===== config.mk =====
export PLATFORM = sky130hd
export DESIGN_NAME = audio_zero_detect
export DESIGN_NICKNAME = d
export VERILOG_FILES = /design/src/rtl/azd_pkg.sv /design/src/rtl/azd_rst_sync.sv /design/src/rtl/azd_pcm_chan.sv /design/src/rtl/azd_stream_chan.sv /design/src/rtl/audio_zero_detect.sv
export SDC_FILE = /design/constraint.sdc
export NUM_CORES = 1
export LEC_CHECK = 0
export BUFFER_PORTS_ARGS = -buffer_cell sky130_fd_sc_hd__buf_4
export CORE_ASPECT_RATIO = 1.5
export CORE_UTILIZATION = 62
export CTS_CLUSTER_DIAMETER = 80
export DETAILED_ROUTE_END_ITERATION = 10
export GPL_TIMING_DRIVEN = 1
export MAX_ROUTING_LAYER = met4
export PLACE_DENSITY = 0.93
export RECOVER_POWER = 50
export SLEW_MARGIN = 30
export SYNTH_ARGS = -nofsm -noshare
export SYNTH_HDL_FRONTEND = slang
export SYNTH_HIERARCHICAL = 1
export SYNTH_SLANG_ARGS = --single-unit

===== constraint.sdc =====
create_clock -name clk -period 3.89 [get_ports clk]
set_clock_uncertainty 0.1 [all_clocks]
set_input_delay 0.778 -clock clk [delete_from_list [all_inputs] [get_ports clk]]
set_output_delay 0.778 -clock clk [all_outputs]
set_load 0.01 [all_outputs]

===== src/rtl/azd_pkg.sv =====
package azd_pkg;
  typedef enum logic [1:0] {
    RULE_OFF   = 2'b00,
    RULE_BAL   = 2'b01,
    RULE_PAT   = 2'b10,
    RULE_OFF_B = 2'b11
  } bs_rule_e;

  localparam logic [7:0] IDLE_PATTERN = 8'h96;
  localparam int unsigned GROUP_BITS  = 8;
endpackage


===== src/rtl/azd_rst_sync.sv =====
module azd_rst_sync (
  input  logic clk,
  input  logic rst_n,
  output logic rst_n_sync
);
  logic [1:0] stage_q;

  always_ff @(posedge clk or negedge rst_n) begin
    if (!rst_n) stage_q <= 2'b00;
    else        stage_q <= {stage_q[0], 1'b1};
  end

  assign rst_n_sync = stage_q[1];
endmodule


===== src/rtl/azd_pcm_chan.sv =====
module azd_pcm_chan #(
  parameter int unsigned SAMPLE_W = 24,
  parameter int unsigned FRAMES   = 1024
) (
  input  logic                clk,
  input  logic                rst_n,
  input  logic                active,
  input  logic                valid,
  input  logic [SAMPLE_W-1:0] data,
  output logic                flag
);
  localparam int unsigned CW = $clog2(FRAMES + 1);
  localparam logic [CW-1:0] LIMIT = CW'(FRAMES);

  logic [CW-1:0] cnt_q, cnt_d;

  always_comb begin
    cnt_d = cnt_q;
    if (!active) begin
      cnt_d = '0;
    end else if (valid) begin
      if (data == '0) begin
        if (cnt_q != LIMIT) cnt_d = cnt_q + CW'(1);
      end else begin
        cnt_d = '0;
      end
    end
  end

  always_ff @(posedge clk or negedge rst_n) begin
    if (!rst_n) cnt_q <= '0;
    else        cnt_q <= cnt_d;
  end

  assign flag = (cnt_q == LIMIT);
endmodule


===== src/rtl/azd_stream_chan.sv =====
module azd_stream_chan
  import azd_pkg::*;
#(
  parameter int unsigned GROUPS = 8114
) (
  input  logic     clk,
  input  logic     rst_n,
  input  logic     active,
  input  bs_rule_e rule,
  input  logic     bit_en,
  input  logic     bit_in,
  output logic     flag
);
  localparam int unsigned GW = $clog2(GROUPS + 1);
  localparam int unsigned PW = $clog2(GROUP_BITS);
  localparam logic [GW-1:0] LIMIT    = GW'(GROUPS);
  localparam logic [PW-1:0] LAST_POS = PW'(GROUP_BITS - 1);

  logic [GROUP_BITS-2:0] shift_q, shift_d;
  logic [PW-1:0]         pos_q, pos_d;
  logic [GW-1:0]         grp_q, grp_d;
  logic [GROUP_BITS-1:0] group;
  logic                  good;

  always_comb begin
    group = {shift_q, bit_in};
    if (rule == RULE_PAT) good = (group == IDLE_PATTERN);
    else                  good = ($countones(group) == GROUP_BITS / 2);
  end

  always_comb begin
    shift_d = shift_q;
    pos_d   = pos_q;
    grp_d   = grp_q;
    if (!active) begin
      shift_d = '0;
      pos_d   = '0;
      grp_d   = '0;
    end else if (bit_en) begin
      shift_d = group[GROUP_BITS-2:0];
      pos_d   = pos_q + PW'(1);
      if (pos_q == LAST_POS) begin
        if (!good)               grp_d = '0;
        else if (grp_q != LIMIT) grp_d = grp_q + GW'(1);
      end
    end
  end

  always_ff @(posedge clk or negedge rst_n) begin
    if (!rst_n) begin
      shift_q <= '0;
      pos_q   <= '0;
      grp_q   <= '0;
    end else begin
      shift_q <= shift_d;
      pos_q   <= pos_d;
      grp_q   <= grp_d;
    end
  end

  assign flag = (grp_q == LIMIT);
endmodule


===== src/rtl/audio_zero_detect.sv =====
module audio_zero_detect
  import azd_pkg::*;
#(
  parameter int unsigned SAMPLE_W      = 24,
  parameter int unsigned PCM_FRAMES    = 1024,
  parameter int unsigned STREAM_GROUPS = 8114
) (
  input  logic                clk,
  input  logic                rst_n,
  input  logic                stream_mode,
  input  logic                pcm_zero_en,
  input  logic [1:0]          rule_sel,
  input  logic                zero_mute_en,
  input  logic                smp_l_valid,
  input  logic [SAMPLE_W-1:0] smp_l_data,
  input  logic                smp_r_valid,
  input  logic [SAMPLE_W-1:0] smp_r_data,
  input  logic                bit_en,
  input  logic                bit_l,
  input  logic                bit_r,
  output logic                zero_l,
  output logic                zero_r,
  output logic [1:0]          zero_status,
  output logic                mute_req
);
  localparam int unsigned NCH = 2;

  logic                rst_n_s;
  bs_rule_e            rule;
  logic                pcm_active, stream_active;
  logic [NCH-1:0]      ch_valid, ch_bit, pcm_flag, str_flag, flag;
  logic [SAMPLE_W-1:0] ch_data [NCH];

  azd_rst_sync u_rst (.clk(clk), .rst_n(rst_n), .rst_n_sync(rst_n_s));

  assign rule          = bs_rule_e'(rule_sel);
  assign pcm_active    = !stream_mode;
  assign stream_active = stream_mode && (rule == RULE_BAL || rule == RULE_PAT);

  assign ch_valid   = {smp_r_valid, smp_l_valid};
  assign ch_bit     = {bit_r, bit_l};
  assign ch_data[0] = smp_l_data;
  assign ch_data[1] = smp_r_data;

  for (genvar c = 0; c < NCH; c++) begin : g_ch
    azd_pcm_chan #(.SAMPLE_W(SAMPLE_W), .FRAMES(PCM_FRAMES)) u_pcm (
      .clk(clk), .rst_n(rst_n_s), .active(pcm_active),
      .valid(ch_valid[c]), .data(ch_data[c]), .flag(pcm_flag[c])
    );
    azd_stream_chan #(.GROUPS(STREAM_GROUPS)) u_str (
      .clk(clk), .rst_n(rst_n_s), .active(stream_active), .rule(rule),
      .bit_en(bit_en), .bit_in(ch_bit[c]), .flag(str_flag[c])
    );
    assign flag[c] = stream_mode ? (stream_active && str_flag[c])
                                 : (pcm_zero_en && pcm_flag[c]);
  end

  assign zero_l      = flag[0];
  assign zero_r      = flag[1];
  assign zero_status = flag;
  assign mute_req    = !stream_mode && zero_mute_en && (&flag);
endmodule


[Word level (Yosys, flattened, before mapping)]
Cells that the tools add are included.
Word-level totals
  register bits: 70
  output and inout bits: 5
  logic and storage cells: 100
Operators by class
  mux-type cells: 30
  $add $sub $neg: 20
  reduce and logical (&&, ||, !) cells: 18
  equal/unequal tests: 23
Operators by type and width (number)
  $add 32x32->32: 6
  $mux 13: 10
  $mux 11: 8
  $eq 32x3->1 const B: 2
  $logic_not 24->1: 2
  $mux 7: 4
  $add 13x1->13 const B: 2
  $eq 13x13->1 const B: 2
  $ne 13x13->1 const B: 2
  $add 11x1->11 const B: 2
  $eq 11x11->1 const B: 2
  $ne 11x11->1 const B: 2
  $add 1x1->2: 8
  $eq 8x8->1 const B: 2
  $mux 3: 4
  $ne 3x3->1 const B: 4
  $logic_and 1x1->1: 7
  $add 3x1->3 const B: 2
  $eq 3x3->1 const B: 2
  $reduce_and 2->1: 3
  $reduce_and 3->1: 2
  $mux 1: 4
  $ne 2x2->1 const B: 2
  $reduce_bool 2->1: 2
  other kinds (5): 5

[Depth between registers and ports, before layout]
Gate-level depths: netlist of the first run.
  depth after elaboration: 9
  mapped depth: 14
  mapped depth without buffers: 13

[Hierarchy]
Netlist of the first run, hierarchy kept.
By module, submodules not included
  azd_stream_chan at g_ch[1].u_str: instances 1, cells an instance 149, area an instance 1502.7 um2
  azd_pcm_chan: instances 2, cells an instance 79, area an instance 737.0 um2
  azd_stream_chan at g_ch[0].u_str: instances 1, cells an instance 150, area an instance 1441.4 um2
  audio_zero_detect: instances 1, cells an instance 13, area an instance 67.6 um2
  azd_rst_sync: instances 1, cells an instance 3, area an instance 53.8 um2

[Worst setup path after synthesis of the first run]
Ideal clock, no wire load.
  kind: input port to flip-flop
  start point: input bit_l
  end point: register g_ch[0].u_str.grp_q[12]
  arrival time: 3798 ps
  slack: -129 ps
  buffers on the path: 1
  stages: 13
  required time: 3669 ps
  path through: inv_1 > fa_1 > fa_1 > fa_1 > inv_1 > ha_1 > inv_1 > fa_1 > and3_1 > a31oi_1 > clkbuf_1 > o21ai_0 > a22o_1
On the way
  longest elaborated chain between the ends: 9
  elaborated cells on any way between the ends: 12
  classes of those cells: 3 x add/sub; 3 x eq/ne; 5 x mux; 1 x reduce/logical
Ends and longest elaborated chain
  start: declaration: line audio_zero_detect.sv:19  | input logic bit_l,
  $add 1x1->2 (not written as such): line azd_stream_chan.sv:28  | else good = ($countones(group) == GROUP_BITS / 2);
  $add 32x32->32 (not written as such) (2 in a row): line azd_stream_chan.sv:28
  $eq 32x3->1: line azd_stream_chan.sv:28
  $mux 1 (*): line azd_stream_chan.sv:27  | if (rule == RULE_PAT) good = (group == IDLE_PATTERN);
  $mux 13: line azd_stream_chan.sv:43  | if (!good) grp_d = '0;
  $mux 13: line azd_stream_chan.sv:42  | if (pos_q == LAST_POS) begin
  $mux 13: line azd_stream_chan.sv:39  | end else if (bit_en) begin
  $mux 13: line azd_stream_chan.sv:35  | if (!active) begin
  end signal: assignment: line azd_stream_chan.sv:57  | grp_q <= grp_d;
  end: declaration: line azd_stream_chan.sv:21  | logic [GW-1:0] grp_q, grp_d;
Every way passes the cells marked *; elsewhere a longest branch is shown, timed or not. The select of a mux whose other input is x is not followed.
A chain may end at the register's enable or synchronous reset.

[Worst setup path in the final report of the first run]
  start point: input bit_l
  end point: register g_ch[0].u_str.grp_q[2]
Same word-level chain as after synthesis.

==> run_results.csv, run 1 <==
group,metric,value,unit
status,status,"complete, but fails checks",
status,violations,"max-capacitance violations, max-slew violations",
synth,synth.most_common_cell,"dfrtp_1",
timing,final.period_utilization,97.58,%
grt,grt_max_degree,38,
setup_path,cp-end-kind,"flop",
timing,tightest_slew,1.779,ns
setup_path,crit_buf_inv,5,
finish,antennaDiodeCount,0,
finish,drive_above_1_share,25.14,%
timing,slew_headroom,-18.61,%
timing,finalHoldViolCount,0,
synth,synth_top_flop_cell,"dfrtp_1",
place,dpl_worst_slack,-0.3660,ns
synth,synth.avg_cell_area,9.597,um2
synth,syn-instance-count,473,
setup_path,cp-start-kind,"input pin",
floorplan,fp.dieH,106.8,um
synth,syn_area,0.004539,mm2
timing,setup-violations-final,0,
flow_run,maxCapViolations,2,
detailed_routing,drt_iter0_drc,204,
place,dp.cells,625,
clock_network,post_cts_buffers,0,
clock_network,cts.repair.resized,0,
power_and_ir_drop,peakVddDrop,395.0,uV
power_and_ir_drop,swShare,24.38,%
synth,synth_warnings,6,
floorplan,die_area,0.007675,mm2
setup_path,cp_common_cell,"fa_1",
clock_network,clk_pin_slew,0.07,ns
synth,ys_ff_latch,70,
setup_path,critPathTopFamily,"adder cells",
hold_path,hp-class,"in -> async",
grt,grt_pass1_wl,16460,um
power_and_ir_drop,power.density,276.3,mW/mm2
timing,fmax,263.5,MHz
setup_path,cp.required,4.05,ns
synth,synth_cell_types,64,
synth,yosys.area.top_type,"dfrtp_1",
finish,final_cells,642,
place,place.gp.congestion,0.8389,
clock_network,clk_latency,0.35,ns
setup_path,cp_cell_sequence,"buf_4 > inv_8 > fa_1 > fa_1 > fa_1 > inv_1 > ha_2 > inv_2 > fa_1 > and3_1 > a31oi_2 > buf_6 > nand2b_4 > o32ai_4",
power_and_ir_drop,p_leak,0.002478,uW
clock_network,clock_path_buffers,2,
finish,fin_util,76.28,%
synth,synth_top_area_share,38.59,%
setup_path,critPathMaxStageDelay,0.54,ns
setup_path,crit_arrival,3.96,ns
clock_network,cts_root_buf,"clkbuf_8",
power_and_ir_drop,power_frac_comb,9.6,%
floorplan,ios,65,
floorplan,die_width,71.87,um
power_and_ir_drop,clkPwrFrac,40.0,%
synth,synth_fp_nets,561,
detailed_routing,antenna_left,0,
setup_path,path_class,"in -> reg",
setup_path,worstPathMaxFanout,6,
place,dpl.hpwl,7450,um
floorplan,rows,37,
timing,drv_slew,71,
detailed_routing,via_per_inst,6.005,
place,portBuffers,64,
synth,synthArstFlopShare,100.0,%
detailed_routing,first_pass_iters,5,
floorplan,core-area,0.006990,mm2
power_and_ir_drop,p_int,1114,uW
detailed_routing,drc_errors,0,
grt,grt.overflow.total,0,
clock_network,clock_sinks,70,
floorplan,initial_utilization,64.94,%
power_and_ir_drop,power_switching,359.3,uW
synth,synth_area_leaders,"dfrtp_1 (39%), ha_1 (5.5%), mux2i_1 (4.6%), fa_1 (3.5%), inv_1 (3.4%)",
clock_network,hold_buffers,0,
clock_network,cts_max_level,3,
setup_path,slowest_stage,"fa_1",
synth,synth_edf_count,0,
grt,antenna_found_initial,0,
detailed_routing,wl,10310,um
finish,fin_nets,628,
clock_network,cts_made_buffers,9,
power_and_ir_drop,seq_power_share,50.4,%
synth,seq_area_frac_synth,38.59,%
detailed_routing,wl_per_cell,16.06,um
clock_network,cts_tree,"built",
detailed_routing,vias,3855,
grt,grt_util_all_layers,28.56,%
timing,holdWs,0.09511,ns
finish,areaGrowthSynthToFinish,17.48,%
synth,ys_top_cells_by_count,"dfrtp_1 (70), inv_1 (41), nand2_1 (35)",
timing,setup_ws,0.09432,ns
timing,period_minus_slack,3.796,ns
grt,grt_pass1_vias,3863,
==> cell usage in the layout (no fill, tap or decap), types with 3 or more instances in the layout <==
cell       n
a31o_2     8
or2_2      3
o21ai_0    6
nand4_1    7
nor4_1    13
nor3_2     3
or3_1     10
nand3_1   22
dfrtp_1   70
and2_1     5
a21oi_1   12
a21o_1    10
clkinv_2   5
clkbuf_8  10
nand4_2    3
and4_1     4
nor3_1    15
nor2b_1   22
nand2_1   35
o21ai_2    3
nor4b_1    4
xor2_1     5
o21ai_1    8
a22o_1     7
o22ai_1    4
inv_1     39
mux2i_1   21
ha_1      19
nand2b_1   6
nor2_1    27
buf_4     67
and3_1     9
fa_1       8
xnor2_1    5
==> layer usage <==
layer  up-vias  track usage (%)  wire [um]
li1       1809                -          -
met1      1854            27.77       3736
met2       164            52.49       5637
met3        28            4.605        610
met4         0            16.25        325
met5         -                -          0
==> kinds of logic after synthesis <==
| group | after synthesis | share of synthesized area, % |
|---|---|---|
| XOR/XNOR | 10 | 1.929 |
| buffers and inverters | 58 | 6.036 |
| AO/OA/AOI/OAI | 76 | 12.16 |
| AND/OR/NAND/NOR | 207 | 27.04 |
| other | 1 | 0.08261 |
| multiplexers | 23 | 5.127 |
| adder cells (fa/ha/maj) | 28 | 9.041 |
| flip-flops | 70 | 38.59 |
==> cell type report <==
| class | instances | area (um2) |
|---|---|---|
| Inverter | 43 | 171.4 |
| Multi-Input combinational cell | 345 | 2562 |
| Timing Repair Buffer | 71 | 526.8 |
| Sequential cell | 70 | 1752 |
| Tap cell | 97 | 121.4 |
| Fill cell | 483 | 1658 |
| Clock buffer | 10 | 137.6 |
| Clock inverter | 6 | 61.31 |
==> registers in the layout, indices dropped and copies added (netlist names) <==
name and count:
g_ch.u_str/grp_q 26, g_ch.u_str/shift_q 14, g_ch.u_pcm/cnt_q 22, u_rst/stage_q 2, g_ch.u_str/pos_q 6
==> power groups by stage <==
stage | combinational, uW | clock [uW] | sequential (uW)
floorplan | 69.2 | 0 | 759
global placement | 134 | 0 | 758
detailed placement | 141 | 0 | 758
CTS | 141 | 602 | 744
global route | 154 | 628 | 745
finish | 141 | 589 | 743
==> metrics by stage <==
step           total power [uW]  setup TNS (ns)  instance area, um2
6_report                   1474               0                5333
5_1_grt                    1527       -0.003025                5333
3_5_place_dp              898.4          -5.561                5099
3_3_place_gp              892.0          -2.324                5099
4_1_cts                    1487               0                5298
2_1_floorplan             828.5       -0.004444                4564
==> worst paths after layout <==
path | start | endpoint | slack, ns | depth (start not counted)
worst max-delay path | bit_l | g_ch[0].u_str/grp_q[2]$_DFFE_PN0P_ | 0.09 | 14
worst min-delay path | rst_n | u_rst/stage_q[0]$_DFF_PN0_ | 0.1 | 1
worst max register to register | g_ch[0].u_str/shift_q[2]$_DFFE_PN0P_ | g_ch[0].u_str/grp_q[2]$_DFFE_PN0P_ | 0.14 | 13
worst min register to register | u_rst/stage_q[0]$_DFF_PN0_ | u_rst/stage_q[1]$_DFF_PN0_ | 0.25 | 0
max in group asynchronous | u_rst/stage_q[1]$_DFF_PN0_ | g_ch[0].u_pcm/cnt_q[10]$_DFFE_PN0P_ | 0.83 | 1
min in group clk | u_rst/stage_q[0]$_DFF_PN0_ | u_rst/stage_q[1]$_DFF_PN0_ | 0.25 | 0
(Power assumes the default switching activity.)
==> run 2: changes to the inputs <==
--- a/config.mk
+++ b/config.mk
@@ -7,12 +7,12 @@
 export LEC_CHECK = 0
 export BUFFER_PORTS_ARGS = -buffer_cell sky130_fd_sc_hd__buf_4
 export CORE_ASPECT_RATIO = 1.5
-export CORE_UTILIZATION = 62
+export CORE_UTILIZATION = 40
 export CTS_CLUSTER_DIAMETER = 80
 export DETAILED_ROUTE_END_ITERATION = 10
 export GPL_TIMING_DRIVEN = 1
 export MAX_ROUTING_LAYER = met4
-export PLACE_DENSITY = 0.93
+export PLACE_DENSITY = 0.69
 export RECOVER_POWER = 50
 export SLEW_MARGIN = 30
 export SYNTH_ARGS = -nofsm -noshare
==> constraint.sdc (replaced) <==
create_clock -name clk -period 3.4 [get_ports clk]
set_clock_uncertainty 0.1 [all_clocks]
set_input_delay 0.68 -clock clk [delete_from_list [all_inputs] [get_ports clk]]
set_output_delay 0.68 -clock clk [all_outputs]
set_load 0.01 [all_outputs]
==> run 2 against run 1 <==
Net effect: final area rose by 7.2%; first-iteration DRC count fell by 9.8%; utilization fell by 25 points; highest routed layer unchanged; critical path type unchanged; register-to-register slack got worse by 0.37 ns; clock-buffer cell count did not move; the run ends with negative setup slack left; sequential share of layout area fell by 2.2 points; combinational power rose by 25%; power rose by 27%; global-route usage fell by 10 points; final cell count rose by 9.5%.
==> run_results.csv, run 2 (same netlist as run 1, synthesis figures left out) <==
group,metric,value,unit
clock_network,hold_buffers,0,
floorplan,die_width,88.98,um
timing,final.period_utilization,107.3,%
setup_path,cp_common_cell,"fa_1",
floorplan,initial_utilization,41.06,%
finish,final_cell_mix,"buf_4 (72), dfrtp_1 (70), inv_1 (35), nand2_1 (35), nor2b_1 (22)",
clock_network,clock_sinks,70,
clock_network,cts_max_level,3,
setup_path,path_class,"in -> reg",
setup_path,cp-start-kind,"input pin",
flow_run,maxCapViolations,0,
detailed_routing,drt_iter0_drc,184,
grt,grt_util_all_layers,18.44,%
detailed_routing,wl,9943,um
clock_network,clk_latency,0.33,ns
grt,antenna_found_initial,0,
floorplan,core-area,0.01106,mm2
finish,regMostFlops,"g_ch.u_str/grp_q",
status,violations,"negative setup slack",
grt,grt_pass1_wl,16350,um
detailed_routing,via_per_inst,5.316,
finish,drive_above_1_share,31.47,%
floorplan,rows,47,
setup_path,critPathMaxStageDelay,0.54,ns
timing,fmax,274.1,MHz
timing,setup_ws,-0.2485,ns
timing,period_minus_slack,3.648,ns
clock_network,clock_path_buffers,2,
status,status,"complete, but fails checks",
timing,drv_slew,0,
detailed_routing,wl_per_cell,14.14,um
clock_network,clk_pin_slew,0.06,ns
power_and_ir_drop,peakVddDrop,216.2,uV
timing,slew_headroom,13.59,%
power_and_ir_drop,power.density,328.3,mW/mm2
setup_path,worstPathMaxFanout,7,
finish,antennaDiodeCount,0,
setup_path,cp_cell_sequence,"buf_6 > inv_8 > fa_1 > fa_1 > fa_1 > inv_1 > ha_2 > inv_2 > fa_2 > o2111ai_4 > o21a_4 > or3_4 > o21ai_2",
place,dpl.hpwl,7571,um
finish,largest_reg_flops,26,
setup_path,slowest_stage,"fa_1",
detailed_routing,first_pass_iters,4,
finish,reg.largest.list,"g_ch.u_str/grp_q (26), g_ch.u_pcm/cnt_q (22), g_ch.u_str/shift_q (14)",
clock_network,cts_tree,"built",
place,place.gp.congestion,0.7938,
place,portBuffers,64,
hold_path,hp-class,"in -> async",
clock_network,cts_made_buffers,9,
floorplan,die_area,0.01179,mm2
detailed_routing,antenna_left,0,
setup_path,cp.required,3.56,ns
setup_path,crit_arrival,3.81,ns
timing,tightest_slew,1.296,ns
floorplan,fp.dieH,132.5,um
timing,rsz0062_at_grt,"yes",
grt,grt.overflow.total,0,
setup_path,crit-reg2reg-launch,"g_ch[1].u_str/shift_q[2]$_DFFE_PN0P_",
setup_path,cp-end-kind,"flop",
grt,grt_pass1_vias,3700,
detailed_routing,drc_errors,0,
grt,grt_max_degree,28,
floorplan,ios,65,
timing,finalHoldViolCount,0,
timing,setup-violations-final,25,
clock_network,cts_root_buf,"clkbuf_16",
setup_path,startpoint,"bit_r",
place,dpl_worst_slack,-0.6774,ns
finish,layout_commonest_cell,"buf_4",
timing,holdWs,0.01905,ns
finish,areaGrowthSynthToFinish,25.88,%
detailed_routing,vias,3737,
finish,fin_nets,639,
power_and_ir_drop,p_leak,0.002596,uW
## run 2: final cells by class
| cell class | instances | area, um2 |
|---|---|---|
| fillers | 1018 | 5341 |
| clock buffers | 10 | 239.0 |
| well taps | 147 | 183.9 |
| repair buffers | 82 | 634.4 |
| multi-input cells | 345 | 2689 |
| clock inverters | 6 | 37.54 |
| flip-flops and latches | 70 | 1752 |
| inverters | 43 | 178.9 |
## run 2: repair_timing
item	CTS	global route
pin swaps	9	7
cloned	1	0
buffers inserted	1	1
gates resized for setup	16	19
setup endpoints to repair	26	26
## run 2: routing by layer
layer	vias up	share of wire [%]	GRT usage, %
met4	0	1.7	6.966
met5	-	0	-
met3	14	4.5	4.429
met1	1797	40	18.48
li1	1835	-	-
met2	91	54	33.55
## run 2: final timing paths
| kind | slack, ns | end | cells after the start |
|---|---|---|---|
| setup / recovery | -0.25 | g_ch[1].u_str/grp_q[10]$_DFFE_PN0P_ | 13 |
| hold / removal | 0.02 | u_rst/stage_q[1]$_DFF_PN0_ | 1 |
| setup reg to reg | -0.23 | g_ch[1].u_str/grp_q[10]$_DFFE_PN0P_ | 12 |
| hold reg to reg | 0.25 | u_rst/stage_q[1]$_DFF_PN0_ | 0 |
| max in group asynchronous | 1.15 | g_ch[1].u_str/shift_q[5]$_DFFE_PN0P_ | 1 |
| min in group clk | 0.25 | u_rst/stage_q[1]$_DFF_PN0_ | 0 |
## run 2: through the flow
| step | cells | cell area, um2 | util [%] | setup TNS (ns) | power [uW] |
|---|---|---|---|---|---|
| floorplan | 473 | 4628 | - | -6.920 | 952.1 |
| global placement | 684 | 5291 | 47.86 | -12.62 | 1031 |
| detailed placement | 684 | 5291 | 47.86 | -15.09 | 1037 |
| CTS | 702 | 5635 | 50.97 | -3.588 | 1913 |
| global route | 703 | 5714 | 51.69 | -5.987 | 1976 |
| finish | 703 | 5714 | 51.69 | -3.647 | 1876 |
## run 2: critical path, delay by kind of cell
family,cells,cell delay (ns)
AND/OR/NAND/NOR,1,0.33
buffers and inverters,4,0.23
AO/OA/AOI/OAI,3,0.43
adder cells (fa/ha/maj),5,2.13
## run 2: report_power, final
group          internal, uW  switching [uW]
registers               839            9.38
logic                  87.9            88.2
clock network           508             343
total                  1440             441
